[src/rtl/mcart_pkg.sv]
package mcart_pkg;

    typedef enum logic [2:0] {
        WK_NONE,
        WK_LOW_EXT,
        WK_LOW_OTHER,
        WK_OUTER,
        WK_REDIR,
        WK_SELECT,
        WK_DATA
    } wr_kind_e;

    localparam logic [15:0] SEL_PORT_ADDR  = 16'h8000;
    localparam logic [15:0] DATA_PORT_ADDR = 16'h8001;
    localparam logic [7:0]  SWAP_CODE_A    = 8'h46;
    localparam logic [7:0]  SWAP_CODE_B    = 8'h47;

endpackage

[src/rtl/mcart_wr_classify.sv]
module mcart_wr_classify
    import mcart_pkg::*;
#(
    parameter int ADDR_W = 16
) (
    input  logic              wr_en,
    input  logic [ADDR_W-1:0] addr,
    input  logic              outer_mode,
    input  logic              redir_mode,
    input  logic              sel_redir,
    output wr_kind_e          kind
);

    logic high_rng;
    logic low_rng;
    logic port_rng;

    assign high_rng = addr[ADDR_W-1];
    assign low_rng  = (addr[ADDR_W-1:ADDR_W-4] == 4'h5);
    assign port_rng = (addr[ADDR_W-1:ADDR_W-3] == 3'b100);

    always_comb begin
        kind = WK_NONE;
        if (wr_en) begin
            if (high_rng) begin
                if (outer_mode) begin
                    kind = WK_OUTER;
                end else if (addr == DATA_PORT_ADDR && redir_mode && sel_redir) begin
                    kind = WK_REDIR;
                end else if (port_rng) begin
                    kind = addr[0] ? WK_DATA : WK_SELECT;
                end
            end else if (low_rng) begin
                kind = addr[4] ? WK_LOW_EXT : WK_LOW_OTHER;
            end
        end
    end

endmodule

[src/rtl/mcart_sel_swap.sv]
module mcart_sel_swap
    import mcart_pkg::*;
#(
    parameter int ADDR_W = 16,
    parameter int DATA_W = 8
) (
    input  logic              chr_ram_en,
    input  logic [ADDR_W-1:0] addr,
    input  logic [DATA_W-1:0] data_in,
    output logic [DATA_W-1:0] data_out
);

    logic exact;

    assign exact = chr_ram_en && (addr == SEL_PORT_ADDR);

    always_comb begin
        data_out = data_in;
        if (exact) begin
            if (data_in == DATA_W'(SWAP_CODE_A)) begin
                data_out = DATA_W'(SWAP_CODE_B);
            end else if (data_in == DATA_W'(SWAP_CODE_B)) begin
                data_out = DATA_W'(SWAP_CODE_A);
            end
        end
    end

endmodule

[src/rtl/mcart_ext_lock.sv]
module mcart_ext_lock #(
    parameter int DATA_W = 8,
    parameter int LOCK_W = 3
) (
    input  logic              low_wr,
    input  logic              chr_ram_en,
    input  logic              lock_bit,
    input  logic [DATA_W-1:0] ext0_in,
    output logic [DATA_W-1:0] ext0_out
);

    localparam logic [DATA_W-1:0] KEEP_MASK = ~DATA_W'((1 << LOCK_W) - 1);

    always_comb begin
        ext0_out = ext0_in;
        if (low_wr && chr_ram_en && lock_bit) begin
            ext0_out = ext0_in & KEEP_MASK;
        end
    end

endmodule

[src/rtl/mcart_regdec.sv]
module mcart_regdec
    import mcart_pkg::*;
#(
    parameter int ADDR_W  = 16,
    parameter int DATA_W  = 8,
    parameter int OUTER_W = 2
) (
    input  logic                   clk,
    input  logic                   rst_n,
    input  logic                   chr_ram_en,
    input  logic                   wr_en,
    input  logic [ADDR_W-1:0]      addr,
    input  logic [DATA_W-1:0]      wdata,
    output logic [8*DATA_W-1:0]    ext_regs_o,
    output logic [8*DATA_W-1:0]    bank_regs_o,
    output logic [DATA_W-1:0]      bank_sel_o,
    output logic [OUTER_W-1:0]     chr_outer_o,
    output logic                   chr_mode_o,
    output logic                   prg_mode_o
);

    localparam int N_EXT   = 8;
    localparam int N_BANK  = 8;
    localparam int EXT_IW  = $clog2(N_EXT);
    localparam int BANK_IW = $clog2(N_BANK);
    localparam int HALF    = N_EXT / 2;

    typedef struct packed {
        logic [N_EXT-1:0][DATA_W-1:0]  ext;
        logic [N_BANK-1:0][DATA_W-1:0] bank;
        logic [DATA_W-1:0]             sel;
        logic [OUTER_W-1:0]            outer;
    } regs_t;

    function automatic regs_t reset_regs();
        regs_t r;
        r = '0;
        for (int i = HALF; i < N_EXT; i++) begin
            r.ext[i] = '1;
        end
        return r;
    endfunction

    regs_t    regs_q;
    regs_t    regs_mid;
    regs_t    regs_d;
    wr_kind_e kind;
    logic [DATA_W-1:0] sel_in;
    logic [DATA_W-1:0] ext0_locked;
    logic              low_wr;

    mcart_wr_classify #(.ADDR_W(ADDR_W)) classify_i (
        .wr_en      (wr_en),
        .addr       (addr),
        .outer_mode (regs_q.ext[0][6]),
        .redir_mode (regs_q.ext[3][1]),
        .sel_redir  (regs_q.sel[3]),
        .kind       (kind)
    );

    mcart_sel_swap #(.ADDR_W(ADDR_W), .DATA_W(DATA_W)) swap_i (
        .chr_ram_en (chr_ram_en),
        .addr       (addr),
        .data_in    (wdata),
        .data_out   (sel_in)
    );

    assign low_wr = (kind == WK_LOW_EXT) || (kind == WK_LOW_OTHER);

    always_comb begin
        regs_mid = regs_q;
        unique case (kind)
            WK_LOW_EXT: begin
                regs_mid.ext[EXT_IW'(addr[1:0])] = wdata;
            end
            WK_OUTER: begin
                if (|regs_q.ext[0][5:4]) begin
                    regs_mid.outer = '0;
                end else begin
                    regs_mid.outer = wdata[OUTER_W-1:0];
                end
            end
            WK_REDIR: begin
                regs_mid.ext[{1'b1, regs_q.sel[1:0]}] = wdata;
            end
            WK_SELECT: begin
                regs_mid.sel = sel_in;
            end
            WK_DATA: begin
                regs_mid.bank[regs_q.sel[BANK_IW-1:0]] = wdata;
            end
            default: begin
            end
        endcase
    end

    mcart_ext_lock #(.DATA_W(DATA_W), .LOCK_W(3)) lock_i (
        .low_wr     (low_wr),
        .chr_ram_en (chr_ram_en),
        .lock_bit   (regs_mid.ext[3][1]),
        .ext0_in    (regs_mid.ext[0]),
        .ext0_out   (ext0_locked)
    );

    always_comb begin
        regs_d        = regs_mid;
        regs_d.ext[0] = ext0_locked;
    end

    always_ff @(posedge clk or negedge rst_n) begin
        if (!rst_n) begin
            regs_q <= reset_regs();
        end else begin
            regs_q <= regs_d;
        end
    end

    generate
        for (genvar g = 0; g < N_EXT; g++) begin : g_ext_out
            assign ext_regs_o[g*DATA_W +: DATA_W] = regs_q.ext[g];
        end
        for (genvar g = 0; g < N_BANK; g++) begin : g_bank_out
            assign bank_regs_o[g*DATA_W +: DATA_W] = regs_q.bank[g];
        end
    endgenerate

    assign bank_sel_o  = regs_q.sel;
    assign chr_outer_o = regs_q.outer;
    assign chr_mode_o  = regs_q.sel[7];
    assign prg_mode_o  = regs_q.sel[6];

endmodule

[config.mk]
export PLATFORM = sky130hd
export DESIGN_NAME = mcart_regdec
export DESIGN_NICKNAME = d
export VERILOG_FILES = /design/src/rtl/mcart_pkg.sv /design/src/rtl/mcart_wr_classify.sv /design/src/rtl/mcart_sel_swap.sv /design/src/rtl/mcart_ext_lock.sv /design/src/rtl/mcart_regdec.sv
export SDC_FILE = /design/constraint.sdc
export NUM_CORES = 1
export LEC_CHECK = 0
export CORE_UTILIZATION = 35
export DETAILED_ROUTE_END_ITERATION = 10
export PLACE_DENSITY_LB_ADDON = 0.05
export SLEW_MARGIN = 25
export SYNTH_ARGS = -nofsm -noshare
export SYNTH_HDL_FRONTEND = slang
export SYNTH_SLANG_ARGS = --single-unit
[constraint.sdc]
create_clock -name clk -period 3.1 [get_ports clk]
set_clock_uncertainty 0.1 [all_clocks]
set_input_delay 0.465 -clock clk [delete_from_list [all_inputs] [get_ports clk]]
set_output_delay 0.465 -clock clk [all_outputs]
set_load 0.05 [all_outputs]
==> results.json, run 1 <==
{
  "status": "complete, no violations",
  "internal-power_mw": 3.91,
  "crit_fanout": 5,
  "ios": 168,
  "hold_buffers": 1,
  "synthFlopType": "dfrtp_1",
  "avgSynthCellArea_sq_um": 16.0,
  "relSlewSlack": 0.351,
  "fmax_mhz": 362,
  "tritoncts": "built",
  "hold_violations": 0,
  "stdcell_count": 787,
  "synth-edff-count": 0,
  "firstDrtPassIters": 4,
  "worst_hold_startpoint": "bank_regs_o[21]",
  "die_x_um": 131,
  "worstHoldPathCells": 1,
  "start_util": 0.364,
  "insertedDiodeCount": 0,
  "cts-resized-gates": 0,
  "setup_viol": 0,
  "grt_pass1_wl_um": 23900,
  "hpwl_um": 10500,
  "startpoint_type": "input port",
  "seqPwrFrac": 0.373,
  "r2r_end": "bank_regs_o[61]",
  "netSwitchingFraction": 0.350,
  "cts_sinks": 138,
  "holdPathEnd": "bank_regs_o[21]",
  "criticalPathCategory": "in -> reg",
  "netlist.area_leader.share": 0.454,
  "viasPerCell": 4.88,
  "io_buffers": 167,
  "antenna_found_initial": 0,
  "rsz0062_at_grt": "false",
  "syn_area_sq_um": 5840,
  "drive_gt1_frac": 0.441,
  "cts_buffers": 17,
  "vias": 3842,
  "root_buffer": "clkbuf_16",
  "maxSlewViolCount": 0,
  "die_y_um": 131,
  "cts.path.max_buffers": 2,
  "worst_r2r_startpoint": "ext_regs_o[25]",
  "die_area_sq_um": 17200,
  "hold_ws_ns": 0.403,
  "p_sw_mw": 2.11,
  "placedCellCount": 756,
  "synthToLayoutAreaGrowth_pct": 45.4,
  "hold_class": "reg -> reg",
  "synth_area_leaders": "dfrtp_1 45%, mux2_2 25%, dfstp_2 14%",
  "critPathCaptureType": "flip-flop",
  "crit_arrival_ns": 2.96,
  "tightest_slew_ns": 0.961,
  "cp.required_ns": 3.29,
  "min_period_ns": 2.76,
  "maxCapViolations": 0,
  "insertion_delay_ns": 0.41,
  "p_leak_nw": 3.73,
  "routedWlPerCell_um": 19.3,
  "yosysSeqAreaShare": 0.598,
  "grt_max_degree": 74,
  "grt_overflow": 0,
  "rows": 46,
  "yosysTopAreaCell": "dfrtp_1",
  "p_clk_frac": 0.309,
  "combPwrFrac": 0.318,
  "synth_cell_types": 42,
  "finalWirelength_um": 15200,
  "drc": 0,
  "fin_nets": 588,
  "powerDensity_nw_per_um2": 709,
  "antenna_left": 0,
  "htree_levels": 4,
  "cts_setup_buffers": 0,
  "min_period_over_period": 0.891,
  "grt_pass1_vias": 4125,
  "r2r_slack_ns": 0.74,
  "ys_ff_latch": 138,
  "ir_drop_uv": 372,
  "synthesis.instances": 365,
  "synthesis.nets": 393,
  "cts.clk_slew.worst_paths_ns": 0.05,
  "track_usage": 0.185,
  "synthArstFlopShare": 1.00,
  "drt_iter0_markers": 139,
  "core_sq_um": 16100,
  "reg2reg_depth": 7,
  "yosysWarnings": 0,
  "gp_congestion": 0.832
}
-- state kept, by name, summed over array words and instances, names as in the netlist --
register     count
bank_regs_o     64
chr_outer_o      2
ext_regs_o      64
bank_sel_o       8
-- per-layer routing --
layer	part of all wire	GRT usage	wire length, um
met1	0.44	0.233	6770
met2	0.50	0.306	7580
met3	0.049	0.0490	743
met4	0.0084	0.0686	128
met5	0	0	0
-- worst max-delay path, cell delays in order --
cell and delay, ns:
clkdlybuf4s50_1 0.43, or4_1 0.59, nor4_4 0.33, o221ai_4 0.21, or3_1 0.57, mux2_4 0.35
-- metrics by stage --
step / cell area, sq um / setup slack (ns) / utilization / TNS (ns) / total power, mW
finish: 8490 / 0.338 / 0.529 / 0 / 6.02
global route: 8490 / 0.293 / 0.529 / 0 / 6.26
CTS: 8490 / 0.347 / 0.529 / 0 / 6.10
detailed placement: 7950 / -0.0821 / 0.495 / -1.37 / 4.21
global placement: 7950 / -0.0453 / 0.495 / -0.495 / 4.19
floorplan: 5840 / 0.445 / - / 0 / 3.51
-- cells by family after synthesis --
logic type	Yosys count	synth area share
AOI/OAI and AO/OA	11	0.0201
DFF	138	0.598
and+or+nand+nor	52	0.0883
muxes	137	0.267
xor gates and xnor gates	1	0.00150
buffers and inverters	26	0.0246
-- worst max-delay path by stage --
stage          startpoint              to  slack (ns)  cells past startpoint
2_1_floorplan    addr[10]  ext_regs_o[10]        0.44                      5
3_3_place_gp     addr[12]   ext_regs_o[6]       -0.05                      6
3_5_place_dp     addr[12]   ext_regs_o[7]       -0.08                      6
4_1_cts          addr[12]   ext_regs_o[7]        0.35                      6
5_1_grt          addr[12]   ext_regs_o[3]        0.29                      6
6_report         addr[12]   ext_regs_o[6]        0.34                      6
-- area by class of cell --
cell class	count	area [sq um]
Fill cell	1335	7560
Sequential cell	138	3490
Timing Repair Buffer	198	1970
Clock buffer	22	464
Clock inverter	8	72.6
Multi-Input combinational cell	201	2210
Tap cell	216	270
Inverter	4	15.0
-- placed cells by master, fill, tap and decap left out, types with 3 or more instances in the layout --
cell type	n
clkdlybuf4s50_1	166
mux2_2	131
dfrtp_1	106
dfstp_2	32
buf_4	25
clkbuf_16	17
nand3_2	5
nor4b_4	5
mux2_4	5
buf_12	5
nor2b_1	4
nor2_1	4
inv_1	4
nor3_1	4
nand2_1	4
nor4_1	4
clkinv_2	4
nand4b_2	3
o31a_1	3
a2bb2oi_1	3
clkbuf_1	3
clkinvlp_4	3
-- cells in the mapped netlist, types with 2 or more instances --
cell,n
clkbuf_1,11
mux2_2,131
nor4_4,2
nand2b_1,2
a2bb2oi_1,3
nand3_2,5
inv_1,4
buf_4,6
dfstp_2,32
or2_2,2
nor4b_4,5
nor3_1,4
o31a_1,3
nor4_1,4
buf_6,3
nand4b_2,3
or3_1,2
nor2b_1,4
mux2_4,5
nor2_1,4
dfrtp_1,106
nand2_1,4
-- power by group through the flow --
stage	combinational, mW	sequential (mW)	clock (mW)
floorplan	0.444	3.07	0
global placement	1.91	2.27	0
detailed placement	1.93	2.28	0
CTS	1.93	2.25	1.91
global route	1.98	2.29	2.00
finish	1.91	2.25	1.86
Note: power is estimated with default switching activity, not from simulation.
==> inputs of run 2 (changes only) <==
--- a/config.mk
+++ b/config.mk
@@ -5,6 +5,8 @@
 export SDC_FILE = /design/constraint.sdc
 export NUM_CORES = 1
 export LEC_CHECK = 0
+export CAP_MARGIN = 20
+export CORE_MARGIN = 4
 export CORE_UTILIZATION = 35
 export DETAILED_ROUTE_END_ITERATION = 10
 export PLACE_DENSITY_LB_ADDON = 0.05
@@ -12,3 +14,4 @@
 export SYNTH_ARGS = -nofsm -noshare
 export SYNTH_HDL_FRONTEND = slang
 export SYNTH_SLANG_ARGS = --single-unit
+export TNS_END_PERCENT = 20
==> run 2 against run 1 <==
  * Final area grew 0.91%
  * Critical path depth is the same
  * Final cell count grew 0.25%
  * Die area grew 9.4%
  * Utilization grew 0.29 points
  * Critical path type unchanged
  * Critical endpoint is now ext_regs_o[7]
==> results.json, run 2 (same netlist as run 1, synthesis figures left out) <==
{
  "status": "complete, no violations",
  "start_util": 0.362,
  "htree_levels": 4,
  "hpwl_um": 11200,
  "register_area_sq_um": 3490,
  "root_buffer": "clkbuf_16",
  "cp.required_ns": 3.29,
  "nFillCells": 1395,
  "multiInputGateArea_sq_um": 2210,
  "hold_class": "reg -> reg",
  "grt_pass1_wl_um": 24200,
  "final_common_cell": "clkdlybuf4s50_1",
  "die_area_sq_um": 18800,
  "antenna_left": 0,
  "fin_area_sq_um": 8570,
  "dpl_cell_area_sq_um": 7950,
  "crit_arrival_ns": 2.92,
  "insertion_delay_ns": 0.41,
  "grt_pass1_vias": 4150,
  "finalWirelength_um": 15900,
  "drc": 0,
  "cts-resized-gates": 0,
  "fin_tns_setup_ns": 0,
  "crit_fanout": 5,
  "min_period_ns": 2.73,
  "hold_violations": 0,
  "tightest_slew_ns": 0.753,
  "reg2reg_depth": 6,
  "cts_sinks": 138,
  "critPathCaptureType": "flip-flop",
  "ir_drop_uv": 339,
  "fin_nets": 588,
  "startpoint_type": "input port",
  "firstDrtPassIters": 4,
  "drive_gt1_frac": 0.445,
  "ios": 168,
  "viasPerCell": 4.85,
  "maxSlewViolCount": 0,
  "insertedDiodeCount": 0,
  "cts.clk_slew.worst_paths_ns": 0.05,
  "fmax_mhz": 367,
  "drt_iter0_markers": 123,
  "utilization": 0.532,
  "die_x_um": 137,
  "io_buffers": 167,
  "cts.path.max_buffers": 2,
  "relSlewSlack": 0.496,
  "criticalPathCategory": "in -> reg",
  "die_y_um": 137,
  "rows": 46,
  "tritoncts": "built",
  "core_sq_um": 16100,
  "worstHoldPathCells": 1,
  "antenna_found_initial": 0,
  "grt_overflow": 0,
  "synthToLayoutAreaGrowth_pct": 46.8,
  "layout_common_cells": "166 x clkdlybuf4s50_1, 131 x mux2_2, 106 x dfrtp_1",
  "maxCapViolations": 0,
  "vias": 3830,
  "p_leak_nw": 3.77,
  "cts_buffers": 17,
  "powerDensity_nw_per_um2": 731,
  "stdcell_count": 789,
  "total_power_mw": 6.26,
  "rsz0062_at_grt": "false",
  "min_period_over_period": 0.879,
  "gp_congestion": 0.749,
  "placedCellCount": 756,
  "setup_viol": 0,
  "routedWlPerCell_um": 20.1,
  "track_usage": 0.173,
  "grt_max_degree": 72
}
==> run 2: cell count changes in the layout (fill, tap and decap cells not counted) <==
cell and change:
clkbuf_1 -1, clkinv_4 +1, bufinv_16 +2, clkinv_2 -2
inv_6 +1, clkbuf_8 +1
==> run 2: per-stage QoR <==
stage	hold WS [ns]	setup WS, ns
finish	0.402	0.374
global route	0.414	0.289
CTS	0.406	0.390
detailed placement	0.393	-0.0299
global placement	0.388	-0.00339
floorplan	0.0694	0.445
==> run 2: cell type report <==
cell class                      count  area share
Sequential cell                   138       0.408
Multi-Input combinational cell    201       0.258
Timing Repair Buffer              198       0.230
Clock buffer                       22      0.0553
Tap cell                          216      0.0315
Clock inverter                     10      0.0164
Inverter                            4     0.00175
==> run 2: layer usage <==
| layer | GRT usage | part of all wire |
|---|---|---|
| met5 | 0 | 0 |
| met4 | 0.0482 | 0.0098 |
| met3 | 0.0478 | 0.062 |
| met2 | 0.297 | 0.51 |
| met1 | 0.213 | 0.42 |
==> run 2: path summary, 6_finish.rpt <==
check	startpoint	to	slack, ns
min	bank_regs_o[36]	bank_regs_o[36]	0.40
min in group asynchronous	rst_n	bank_regs_o[55]	0.52
min reg2reg	bank_regs_o[36]	bank_regs_o[36]	0.40
max reg2reg	ext_regs_o[25]	bank_regs_o[7]	0.66
max	addr[12]	ext_regs_o[7]	0.37
max in group asynchronous	rst_n	ext_regs_o[56]	1.52
==> run 2: where the power goes <==
| group | internal [mW] | switching, mW | leakage [nW] |
|---|---|---|---|
| logic | 0.703 | 1.23 | 1.73 |
| registers | 2.08 | 0.171 | 1.75 |
| clock network | 1.33 | 0.754 | 0.293 |
==> run 2: critical path: stages <==
cell	delay, ns
clkdlybuf4s50_1	0.42
or4_1	0.59
nor4_4	0.34
o221ai_4	0.20
or3_1	0.55
mux2_4	0.34
==> run 2: what timing repair did <==
action / 4_1_cts / 5_1_grt
setup endpoints to repair: 0 / 0
hold buffers: 1 / 0
buffers inserted: 0 / 0
hold endpoints to repair: 6 / 0
